--- src/rtl/alu_trap_pkg.sv ---
package alu_trap_pkg;

  localparam int XLEN   = 32;
  localparam int RIDX_W = 5;
  localparam int IMM_W  = 16;
  localparam int OPC_W  = 6;
  localparam int FN_W   = 6;
  localparam int SH_W   = 5;

  localparam int OPC_LSB = XLEN - OPC_W;
  localparam int RS_LSB  = OPC_LSB - RIDX_W;
  localparam int RT_LSB  = RS_LSB - RIDX_W;
  localparam int RD_LSB  = RT_LSB - RIDX_W;
  localparam int SH_LSB  = RD_LSB - SH_W;

  localparam logic [OPC_W-1:0] OPC_REGOP = 6'h00;
  localparam logic [OPC_W-1:0] OPC_ADDI  = 6'h08;
  localparam logic [OPC_W-1:0] OPC_ADDIU = 6'h09;
  localparam logic [OPC_W-1:0] OPC_ANDI  = 6'h0C;

  localparam logic [FN_W-1:0] FN_ADD  = 6'h20;
  localparam logic [FN_W-1:0] FN_ADDU = 6'h21;
  localparam logic [FN_W-1:0] FN_AND  = 6'h24;

  typedef enum logic [1:0] {
    ALU_NOP = 2'd0,
    ALU_ADD = 2'd1,
    ALU_AND = 2'd2
  } alu_op_e;

  typedef struct packed {
    logic              legal;
    alu_op_e           op;
    logic              use_imm;
    logic              trap_en;
    logic [RIDX_W-1:0] dest;
    logic [XLEN-1:0]   imm_val;
  } dec_t;

  function automatic logic [XLEN-1:0] imm_sext(input logic [IMM_W-1:0] v);
    return {{(XLEN-IMM_W){v[IMM_W-1]}}, v};
  endfunction

  function automatic logic [XLEN-1:0] imm_zext(input logic [IMM_W-1:0] v);
    return {{(XLEN-IMM_W){1'b0}}, v};
  endfunction

  function automatic logic [XLEN-1:0] wrap_add(input logic [XLEN-1:0] x,
                                               input logic [XLEN-1:0] y);
    return x + y;
  endfunction

  // Same-sign addends with a sum of the other sign.
  function automatic logic twos_ovf(input logic [XLEN-1:0] x,
                                    input logic [XLEN-1:0] y,
                                    input logic [XLEN-1:0] s);
    return (x[XLEN-1] == y[XLEN-1]) && (s[XLEN-1] != x[XLEN-1]);
  endfunction

endpackage

--- src/rtl/alu_trap_decode.sv ---
module alu_trap_decode
  import alu_trap_pkg::*;
(
  input  logic [XLEN-1:0] instr,
  output dec_t            dec,
  output logic            is_unsigned
);

  logic [OPC_W-1:0]  opc;
  logic [FN_W-1:0]   fn;
  logic [SH_W-1:0]   sh;
  logic [RIDX_W-1:0] rt_f;
  logic [RIDX_W-1:0] rd_f;
  logic [IMM_W-1:0]  imm_f;
  logic              unused_rs;

  assign opc       = instr[XLEN-1:OPC_LSB];
  assign rt_f      = instr[RS_LSB-1:RT_LSB];
  assign rd_f      = instr[RT_LSB-1:RD_LSB];
  assign sh        = instr[RD_LSB-1:SH_LSB];
  assign fn        = instr[FN_W-1:0];
  assign imm_f     = instr[IMM_W-1:0];
  assign unused_rs = ^instr[OPC_LSB-1:RS_LSB];

  always_comb begin
    dec         = '0;
    dec.op      = ALU_NOP;
    is_unsigned = 1'b0;
    case (opc)
      OPC_REGOP: begin
        if (sh == '0) begin
          case (fn)
            FN_ADD: begin
              dec.legal   = 1'b1;
              dec.op      = ALU_ADD;
              dec.trap_en = 1'b1;
            end
            FN_ADDU: begin
              dec.legal   = 1'b1;
              dec.op      = ALU_ADD;
              is_unsigned = 1'b1;
            end
            FN_AND: begin
              dec.legal = 1'b1;
              dec.op    = ALU_AND;
            end
            default: ;
          endcase
          if (dec.legal) dec.dest = rd_f;
        end
      end
      OPC_ADDI: begin
        dec.legal   = 1'b1;
        dec.op      = ALU_ADD;
        dec.use_imm = 1'b1;
        dec.trap_en = 1'b1;
        dec.dest    = rt_f;
        dec.imm_val = imm_sext(imm_f);
      end
      OPC_ADDIU: begin
        dec.legal   = 1'b1;
        dec.op      = ALU_ADD;
        dec.use_imm = 1'b1;
        dec.dest    = rt_f;
        dec.imm_val = imm_sext(imm_f);
        is_unsigned = 1'b1;
      end
      OPC_ANDI: begin
        dec.legal   = 1'b1;
        dec.op      = ALU_AND;
        dec.use_imm = 1'b1;
        dec.dest    = rt_f;
        dec.imm_val = imm_zext(imm_f);
      end
      default: ;
    endcase
  end

endmodule

--- src/rtl/alu_trap_exec.sv ---
module alu_trap_exec
  import alu_trap_pkg::*;
(
  input  dec_t            dec,
  input  logic [XLEN-1:0] opnd_a,
  input  logic [XLEN-1:0] opnd_b,
  output logic [XLEN-1:0] res,
  output logic            ovf
);

  logic [XLEN-1:0] b_eff;
  logic [XLEN-1:0] sum;
  logic [XLEN-1:0] conj;

  assign b_eff = dec.use_imm ? dec.imm_val : opnd_b;
  assign sum   = wrap_add(opnd_a, b_eff);
  assign conj  = opnd_a & b_eff;

  always_comb begin
    case (dec.op)
      ALU_ADD: res = sum;
      ALU_AND: res = conj;
      default: res = '0;
    endcase
  end

  assign ovf = dec.legal && dec.trap_en && (dec.op == ALU_ADD) &&
               twos_ovf(opnd_a, b_eff, sum);

endmodule

--- src/rtl/alu_trap_commit.sv ---
module alu_trap_commit
  import alu_trap_pkg::*;
(
  input  logic              legal,
  input  logic              ovf,
  input  logic [RIDX_W-1:0] dest,
  output logic              zero_dest,
  output logic              wr_ok
);

  assign zero_dest = (dest == '0);
  assign wr_ok     = legal && !ovf && !zero_dest;

endmodule

--- src/rtl/alu_trap_unit.sv ---
module alu_trap_unit
  import alu_trap_pkg::*;
(
  input  logic              clk,
  input  logic              rst_n,
  input  logic              in_valid,
  input  logic [XLEN-1:0]   instr,
  input  logic [XLEN-1:0]   opnd_a,
  input  logic [XLEN-1:0]   opnd_b,
  output logic              out_valid,
  output logic [XLEN-1:0]   result,
  output logic [RIDX_W-1:0] dest_idx,
  output logic              wr_en,
  output logic              ovf_trap,
  output logic              illegal
);

  dec_t            dec;
  logic [XLEN-1:0] ex_res;

  // Named events, also observed by the bound checker.
  logic evt_unsigned;
  logic evt_ovf;
  logic evt_zero_dest;
  logic evt_illegal;
  logic evt_wr;

  alu_trap_decode u_dec (
    .instr       (instr),
    .dec         (dec),
    .is_unsigned (evt_unsigned)
  );

  alu_trap_exec u_exe (
    .dec    (dec),
    .opnd_a (opnd_a),
    .opnd_b (opnd_b),
    .res    (ex_res),
    .ovf    (evt_ovf)
  );

  alu_trap_commit u_cmt (
    .legal     (dec.legal),
    .ovf       (evt_ovf),
    .dest      (dec.dest),
    .zero_dest (evt_zero_dest),
    .wr_ok     (evt_wr)
  );

  assign evt_illegal = !dec.legal;

  always_ff @(posedge clk or negedge rst_n) begin
    if (!rst_n) begin
      out_valid <= 1'b0;
      result    <= '0;
      dest_idx  <= '0;
      wr_en     <= 1'b0;
      ovf_trap  <= 1'b0;
      illegal   <= 1'b0;
    end else begin
      out_valid <= in_valid;
      wr_en     <= in_valid && evt_wr;
      ovf_trap  <= in_valid && evt_ovf;
      illegal   <= in_valid && evt_illegal;
      if (in_valid) begin
        result   <= evt_illegal ? '0 : ex_res;
        dest_idx <= dec.dest;
      end
    end
  end

endmodule

--- config.mk ---
export PLATFORM = sky130hd
export DESIGN_NAME = alu_trap_unit
export DESIGN_NICKNAME = d
export VERILOG_FILES = /design/src/rtl/alu_trap_pkg.sv /design/src/rtl/alu_trap_decode.sv /design/src/rtl/alu_trap_exec.sv /design/src/rtl/alu_trap_commit.sv /design/src/rtl/alu_trap_unit.sv
export SDC_FILE = /design/constraint.sdc
export NUM_CORES = 1
export LEC_CHECK = 0
export CAP_MARGIN = 0
export CORE_MARGIN = 5
export CORE_UTILIZATION = 25
export DETAILED_ROUTE_END_ITERATION = 16
export SLEW_MARGIN = 20
export SYNTH_ARGS = -nofsm -noshare
export SYNTH_HDL_FRONTEND = slang
export SYNTH_SLANG_ARGS = --single-unit
--- constraint.sdc ---
create_clock -name clk -period 0.9 [get_ports clk]
set_clock_uncertainty 0.2 [all_clocks]
set_input_delay 0.18 -clock clk [delete_from_list [all_inputs] [get_ports clk]]
set_output_delay 0.18 -clock clk [all_outputs]
set_load 0.02 [all_outputs]
==> impl_metrics.env, run 1 <==
export IMPL_detail_route_drc_violations=0
export IMPL_hold_class="input pin to asynchronous set/reset pin"
export IMPL_synth_main_ff_cell="dfrtp_1"
export IMPL_die_w_um=135
export IMPL_route_final_wire_length_um=18200
export IMPL_finalCriticalPeriod_ps=3210
export IMPL_crit_arrival_ps=3230
export IMPL_cts_inserted_buffers=5
export IMPL_detailedRoute_firstPassIterationCount=5
export IMPL_max_capacitance_violation_count=0
export IMPL_area_growth_synth_to_final_pct=110
export IMPL_timing_critical_path_slowest_cell_delay_ps=410
export IMPL_critical_path_required_ps=920
export IMPL_grt_pass1_vias=5234
export IMPL_number_of_antenna_diodes=0
export IMPL_setup_worst_path_end_class="flip-flop"
export IMPL_synth_enable_flop_cells=0
export IMPL_peakVddDrop_uv=886
export IMPL_cell_taking_the_most_area_after_synthesis="dfrtp_1"
export IMPL_setup_repair_after_global_routing_missed_its_margin="yes"
export IMPL_post_synth_top_area_fraction_pct=26.1
export IMPL_critical_path_cell_chain="buf_6 > nor3_4 > nand2_2 > a21oi_4 > buf_12 > buf_12 > buf_4 > mux2_4 > ha_4 > nand4_4 > or3_4 > or2_0 > o211a_1 > or4_1 > nand3_1"
export IMPL_setup_ws_ps=-2310
export IMPL_critical_path_most_common_cell="buf_12"
export IMPL_final_max_slew_violation_count=0
export IMPL_timing_setup_tns_ps=-86190
export IMPL_die_area_um2=18300
export IMPL_share_of_post_route_cells_with_drive_strength_above_1_pct=49.4
export IMPL_routed_length_per_placed_instance_um=18.3
export IMPL_clkSlewWorstSetupHoldPaths_ps=60
export IMPL_setup_viol=81
export IMPL_clock_latency_ps=280
export IMPL_synth_yosys_seq_area_share_pct=26.1
export IMPL_buffers_on_ports=134
export IMPL_timing_slew_headroom_pct=60.3
export IMPL_grt_antenna_before_repair=0
export IMPL_number_of_nets_still_failing_antenna_checks_after_routing=0
export IMPL_finalWeightedCongestion=0.933
export IMPL_leakage_nw=3.61
export IMPL_postSynthNetCount=589
export IMPL_pin_count_of_the_biggest_net_entering_global_routing=42
export IMPL_slowest_stage="or4_1"
export IMPL_netlist_instances=455
export IMPL_vias=5085
export IMPL_grt_usage_pct=18.5
export IMPL_critPathKind="input pin to flip-flop"
export IMPL_place_hpwl_um=12800
export IMPL_cp_start_kind="input pin"
export IMPL_cellPowerDensity_nw_per_um2=978
export IMPL_core_um2=15300
export IMPL_layout_worst_path_cycle_share_pct=357
export IMPL_run_status="finished, violations left"
export IMPL_yosys_register_bits=41
export IMPL_post_synth_main_area_contributors="dfrtp_1, ha_1, a22oi_1"
export IMPL_synth_cell_area_um2=3930
export IMPL_remaining_global_route_overflow=0
export IMPL_starting_density_of_the_core_pct=25.6
export IMPL_violations_in_the_final_reports="negative setup slack"
export IMPL_wire_length_of_the_first_global_routing_pass_um=27300
export IMPL_layout_common_cells="buf_4, clkdlybuf4s50_1, buf_6, dfrtp_1, nor2_1"
export IMPL_async_reset_ff_share_pct=100
export IMPL_finish_net_count=917
export IMPL_cts_root_buffer_cell="clkbuf_16"
export IMPL_detail_route_vias_per_cell=5.11
export IMPL_ctsLongestPathBuffers=2
export IMPL_max_clock_freq_mhz=312
export IMPL_hold_slack_ps=231
export IMPL_worst_slew_pin_slew_ps=589
export IMPL_clkSinkCount=41
export IMPL_avgSynthCellArea_um2=8.63
export IMPL_final_hold_violation_count=0
export IMPL_pin_count=140
export IMPL_dr_first_iter_drc_count=349
export IMPL_yosysUniqueCellTypes=61
export IMPL_ys_warn_count=0
export IMPL_mostFrequentLayoutCell="buf_4"
export IMPL_clock_tree_from_tritoncts="done"
export IMPL_path_max_fanout=5
export IMPL_deepest_level_of_the_cts_h_tree=2
export IMPL_die_y_um=135
export IMPL_standard_cell_rows=45
==> layer usage <==
metal  global-route usage [%]  part of all wire (%)
met4                     5.26                   2.7
met3                     2.75                   5.0
met1                     23.9                    43
met2                     32.2                    50
met5                        0                     0
==> sequential cells by signal, summed over array words and instances, names as in the netlist <==
signal	count
result	32
wr_en	1
out_valid	1
ovf_trap	1
dest_idx	5
illegal	1
==> path summary, 6_finish.rpt <==
check,from,endpoint,slack (ps),cells after the start
max reg2reg,result[30]$_DFFE_PN0P_,result[30]$_DFFE_PN0P_,-330,2
min,rst_n,dest_idx[1]$_DFFE_PN0P_,230,3
max in group asynchronous,rst_n,dest_idx[4]$_DFFE_PN0P_,100,3
max,instr[31],result[30]$_DFFE_PN0P_,-2310,15
min in group clk,result[8]$_DFFE_PN0P_,result[8]$_DFFE_PN0P_,330,1
min reg2reg,result[8]$_DFFE_PN0P_,result[8]$_DFFE_PN0P_,330,1
==> cells by family (layout without fill, tap and decap cells) <==
group,after synthesis,count (layout),share of synthesized area (%)
adders and majority gates,35,35,11.3
muxes,16,16,4.59
xor gates and xnor gates,20,20,4.46
buffers and inverters,38,367,4.91
AOI/OAI and AO/OA,193,193,34.7
and+or+nand+nor,112,112,13.9
DFF,41,41,26.1
==> stage by stage <==
| step | instance area (µm²) | util [%] | setup WS [ps] | cells | total power [mW] |
|---|---|---|---|---|---|
| final | 8260 | 53.9 | -2310 | 995 | 8.07 |
| after global routing | 8260 | 53.9 | -2440 | 995 | 8.40 |
| after CTS | 7990 | 52.2 | -2300 | 978 | 7.80 |
| after detailed placement | 6780 | 44.3 | -2960 | 923 | 5.03 |
| after global placement | 6780 | 44.3 | -2960 | 923 | 5.00 |
| after floorplan | 4190 | - | -2250 | 455 | 3.52 |
==> power breakdown <==
group,total (mW),internal [mW],switching [mW],leakage (nW)
combinational,4.01,2.20,1.81,2.96
sequential,1.88,1.86,0.0159,0.561
clock,2.18,1.39,0.790,0.0841
==> cells in the mapped netlist, drive strengths merged, types with 2 or more instances <==
cell,number
dfrtp,41
nand3,5
o21bai,3
nand4,5
or2,2
ha,34
o211ai,12
a211oi,3
nor2,38
and3,3
nor4,4
o31ai,8
clkbuf,14
and2,2
nand2,20
a22oi,25
a21oi,37
buf,9
a21o,15
inv,15
mux2,16
a221o,3
nor2b,2
a2bb2oi,2
nor3,17
o2bb2ai,8
xor2,8
a31oi,3
o21a,25
o211a,2
nand2b,3
a221oi,6
xnor2,12
or4,3
or3,5
o21ai,30
==> what timing repair did <==
action                     4_1_cts  5_1_grt
pin swaps                       73       44
setup buffers                   44       18
gates resized for setup        396       33
hold endpoints to repair        41        0
cloned                           3        1
setup endpoints to repair       81       82
hold buffers                     1        0
==> cell type report <==
| type | count | area [µm²] |
|---|---|---|
| sequential | 41 | 1030 |
| clock buffer | 7 | 143 |
| clock inverter | 1 | 30.0 |
| inverter | 15 | 56.3 |
| tap | 211 | 264 |
| fill | 1338 | 7060 |
| timing repair buffer | 344 | 3220 |
| multi-input combinational | 376 | 3520 |
==> critical path, delay by kind of cell <==
kind	cells	cell delay, ps
compound gates	2	490
simple gates	7	1440
fa+ha+maj	1	320
buf+inv	4	480
mux	1	320
(Power assumes the default switching activity.)
==> inputs of run 2 (changes only) <==
--- a/config.mk
+++ b/config.mk
@@ -9,7 +9,9 @@
 export CORE_MARGIN = 5
 export CORE_UTILIZATION = 25
 export DETAILED_ROUTE_END_ITERATION = 16
+export REMOVE_ABC_BUFFERS = 1
 export SLEW_MARGIN = 20
 export SYNTH_ARGS = -nofsm -noshare
 export SYNTH_HDL_FRONTEND = slang
 export SYNTH_SLANG_ARGS = --single-unit
+export TNS_END_PERCENT = 10
==> constraint.sdc (replaced) <==
create_clock -name clk -period 0.9 [get_ports clk]
set_clock_uncertainty 0.2 [all_clocks]
set_input_delay 0.18 -clock clk [delete_from_list [all_inputs] [get_ports clk]]
set_output_delay 0.18 -clock clk [all_outputs]
set_load 0.01 [all_outputs]
==> impl_metrics.env, run 2 (same netlist as run 1, synthesis figures left out) <==
export IMPL_peakVddDrop_uv=726
export IMPL_number_of_antenna_diodes=0
export IMPL_clock_tree_from_tritoncts="done"
export IMPL_standard_cell_rows=45
export IMPL_deepest_level_of_the_cts_h_tree=2
export IMPL_clkSinkCount=41
export IMPL_registers_top_by_ff_count="result"
export IMPL_dpl_worst_slack_ps=-3180
export IMPL_layout_common_cells="buf_4, clkdlybuf4s50_1, dfrtp_1, nor2_1, buf_6"
export IMPL_setup_repair_after_global_routing_missed_its_margin="yes"
export IMPL_grt_antenna_before_repair=0
export IMPL_mostFrequentLayoutCell="buf_4"
export IMPL_timing_setup_tns_ps=-85000
export IMPL_route_final_wire_length_um=16500
export IMPL_finalWeightedCongestion=0.871
export IMPL_core_um2=15300
export IMPL_dr_first_iter_drc_count=202
export IMPL_clkSlewWorstSetupHoldPaths_ps=70
export IMPL_detail_route_vias_per_cell=5.01
export IMPL_die_y_um=135
export IMPL_setup_worst_path_end_class="flip-flop"
export IMPL_run_status="finished, violations left"
export IMPL_critical_path_required_ps=880
export IMPL_die_w_um=135
export IMPL_register_area_um2=1030
export IMPL_detailedRoute_firstPassIterationCount=5
export IMPL_timing_slew_headroom_pct=69.3
export IMPL_finalCriticalPeriod_ps=3210
export IMPL_final_fill_count=1463
export IMPL_cts_root_buffer_cell="clkbuf_16"
export IMPL_power_switching_mw=2.41
export IMPL_share_of_post_route_cells_with_drive_strength_above_1_pct=40.9
export IMPL_hold_class="input pin to asynchronous set/reset pin"
export IMPL_max_clock_freq_mhz=312
export IMPL_placedInstanceArea_um2=6600
export IMPL_finalCoreUtilization_pct=48.2
export IMPL_cellPowerDensity_nw_per_um2=1060
export IMPL_routed_length_per_placed_instance_um=17.3
export IMPL_max_capacitance_violation_count=0
export IMPL_post_place_cells=932
export IMPL_setup_viol=81
export IMPL_wire_length_of_the_first_global_routing_pass_um=26100
export IMPL_violations_in_the_final_reports="negative setup slack"
export IMPL_switching_share_pct=30.9
export IMPL_pwr_share_comb_pct=45.0
export IMPL_grt_pass1_vias=5072
export IMPL_detail_route_drc_violations=0
export IMPL_starting_density_of_the_core_pct=25.6
export IMPL_pin_count=140
export IMPL_critPathKind="input pin to flip-flop"
export IMPL_hold_slack_ps=62.1
export IMPL_cp_start_kind="input pin"
export IMPL_place_hpwl_um=12700
export IMPL_setup_ws_ps=-2310
export IMPL_clock_latency_ps=300
export IMPL_layout_worst_path_cycle_share_pct=356
export IMPL_power_frac_clock_pct=30.9
export IMPL_cts_inserted_buffers=5
export IMPL_number_of_nets_still_failing_antenna_checks_after_routing=0
export IMPL_final_max_slew_violation_count=0
export IMPL_largest_register_ff_count=32
export IMPL_buffers_on_ports=134
export IMPL_worst_slew_pin_slew_ps=456
export IMPL_vias=4763
export IMPL_total_power_mw=7.80
export IMPL_pin_count_of_the_biggest_net_entering_global_routing=33
export IMPL_sequentialPowerShare_pct=24.0
export IMPL_path_max_fanout=5
export IMPL_grt_usage_pct=17.7
export IMPL_die_area_um2=18300
export IMPL_ctsLongestPathBuffers=2
export IMPL_area_growth_synth_to_final_pct=88.0
export IMPL_instances_no_fill=951
export IMPL_cell_internal_power_dissipation_mw=5.39
export IMPL_final_cell_area_um2=7380
export IMPL_leakage_nw=3.28
export IMPL_top_regs="result: 32 flops, dest_idx: 5 flops"
export IMPL_multi_input_logic_area_um2=3270
export IMPL_crit_arrival_ps=3190
export IMPL_finish_net_count=873
export IMPL_final_hold_violation_count=0
export IMPL_remaining_global_route_overflow=0
-- run 2: area by class of cell --
class,instances,area share [%]
Clock inverter,3,0.882
Tap cell,211,3.58
Clock buffer,5,1.70
Inverter,15,0.763
Multi-Input combinational cell,376,44.3
Timing Repair Buffer,300,34.9
Sequential cell,41,13.9
-- run 2: timing repair --
action | CTS | global route
pin swaps | 48 | 21
hold endpoints to repair | 41 | 0
buffers inserted | 8 | 5
hold buffers | 1 | 0
setup endpoints to repair | 81 | 81
gates resized for setup | 287 | 25
-- run 2: worst paths after layout --
kind	start	end	slack (ps)	cells past startpoint
max in group asynchronous	rst_n	result[4]$_DFFE_PN0P_	50	3
worst min register to register	result[8]$_DFFE_PN0P_	result[8]$_DFFE_PN0P_	290	1
worst min-delay path	rst_n	out_valid$_DFF_PN0_	60	2
min in group clk	instr[15]	dest_idx[4]$_DFFE_PN0P_	240	4
worst max register to register	result[14]$_DFFE_PN0P_	result[14]$_DFFE_PN0P_	-280	2
worst max-delay path	instr[31]	result[22]$_DFFE_PN0P_	-2310	15
-- run 2: critical path: stages --
cell and delay (ps):
buf_6 90, nor3_4 200, nand2_2 100, a21oi_4 200, buf_4 150, buf_6 90, mux2_2 340, ha_4 230
a21o_1 190, or3_4 350, o211a_4 280, o31ai_4 260, o21ai_0 170, xnor2_1 230, o21ai_0 110
-- run 2: power groups by stage --
stage / clock network (mW) / logic (mW) / registers (mW)
4_1_cts: 2.47 / 3.41 / 1.87
2_1_floorplan: 0 / 1.37 / 1.92
5_1_grt: 2.53 / 3.81 / 1.88
3_5_place_dp: 0 / 2.96 / 1.91
3_3_place_gp: 0 / 2.93 / 1.91
6_report: 2.42 / 3.51 / 1.87
-- run 2: metal layers --
layer	GRT usage (%)	wire length [µm]	vias up
li1	-	-	2313
met1	23.0	7340	2265
met2	29.3	7620	167
met3	4.68	1250	18
met4	4.70	271	0
met5	0	0	-
==> inputs of run 3 (changes only) <==
--- a/config.mk
+++ b/config.mk
@@ -5,6 +5,7 @@
 export SDC_FILE = /design/constraint.sdc
 export NUM_CORES = 1
 export LEC_CHECK = 0
+export ABC_CLOCK_PERIOD_IN_PS = 900
 export CAP_MARGIN = 0
 export CORE_MARGIN = 5
 export CORE_UTILIZATION = 25
==> results of run 3 <==
Same layout as run 2: the final DEF is identical, and so are final timing and power.
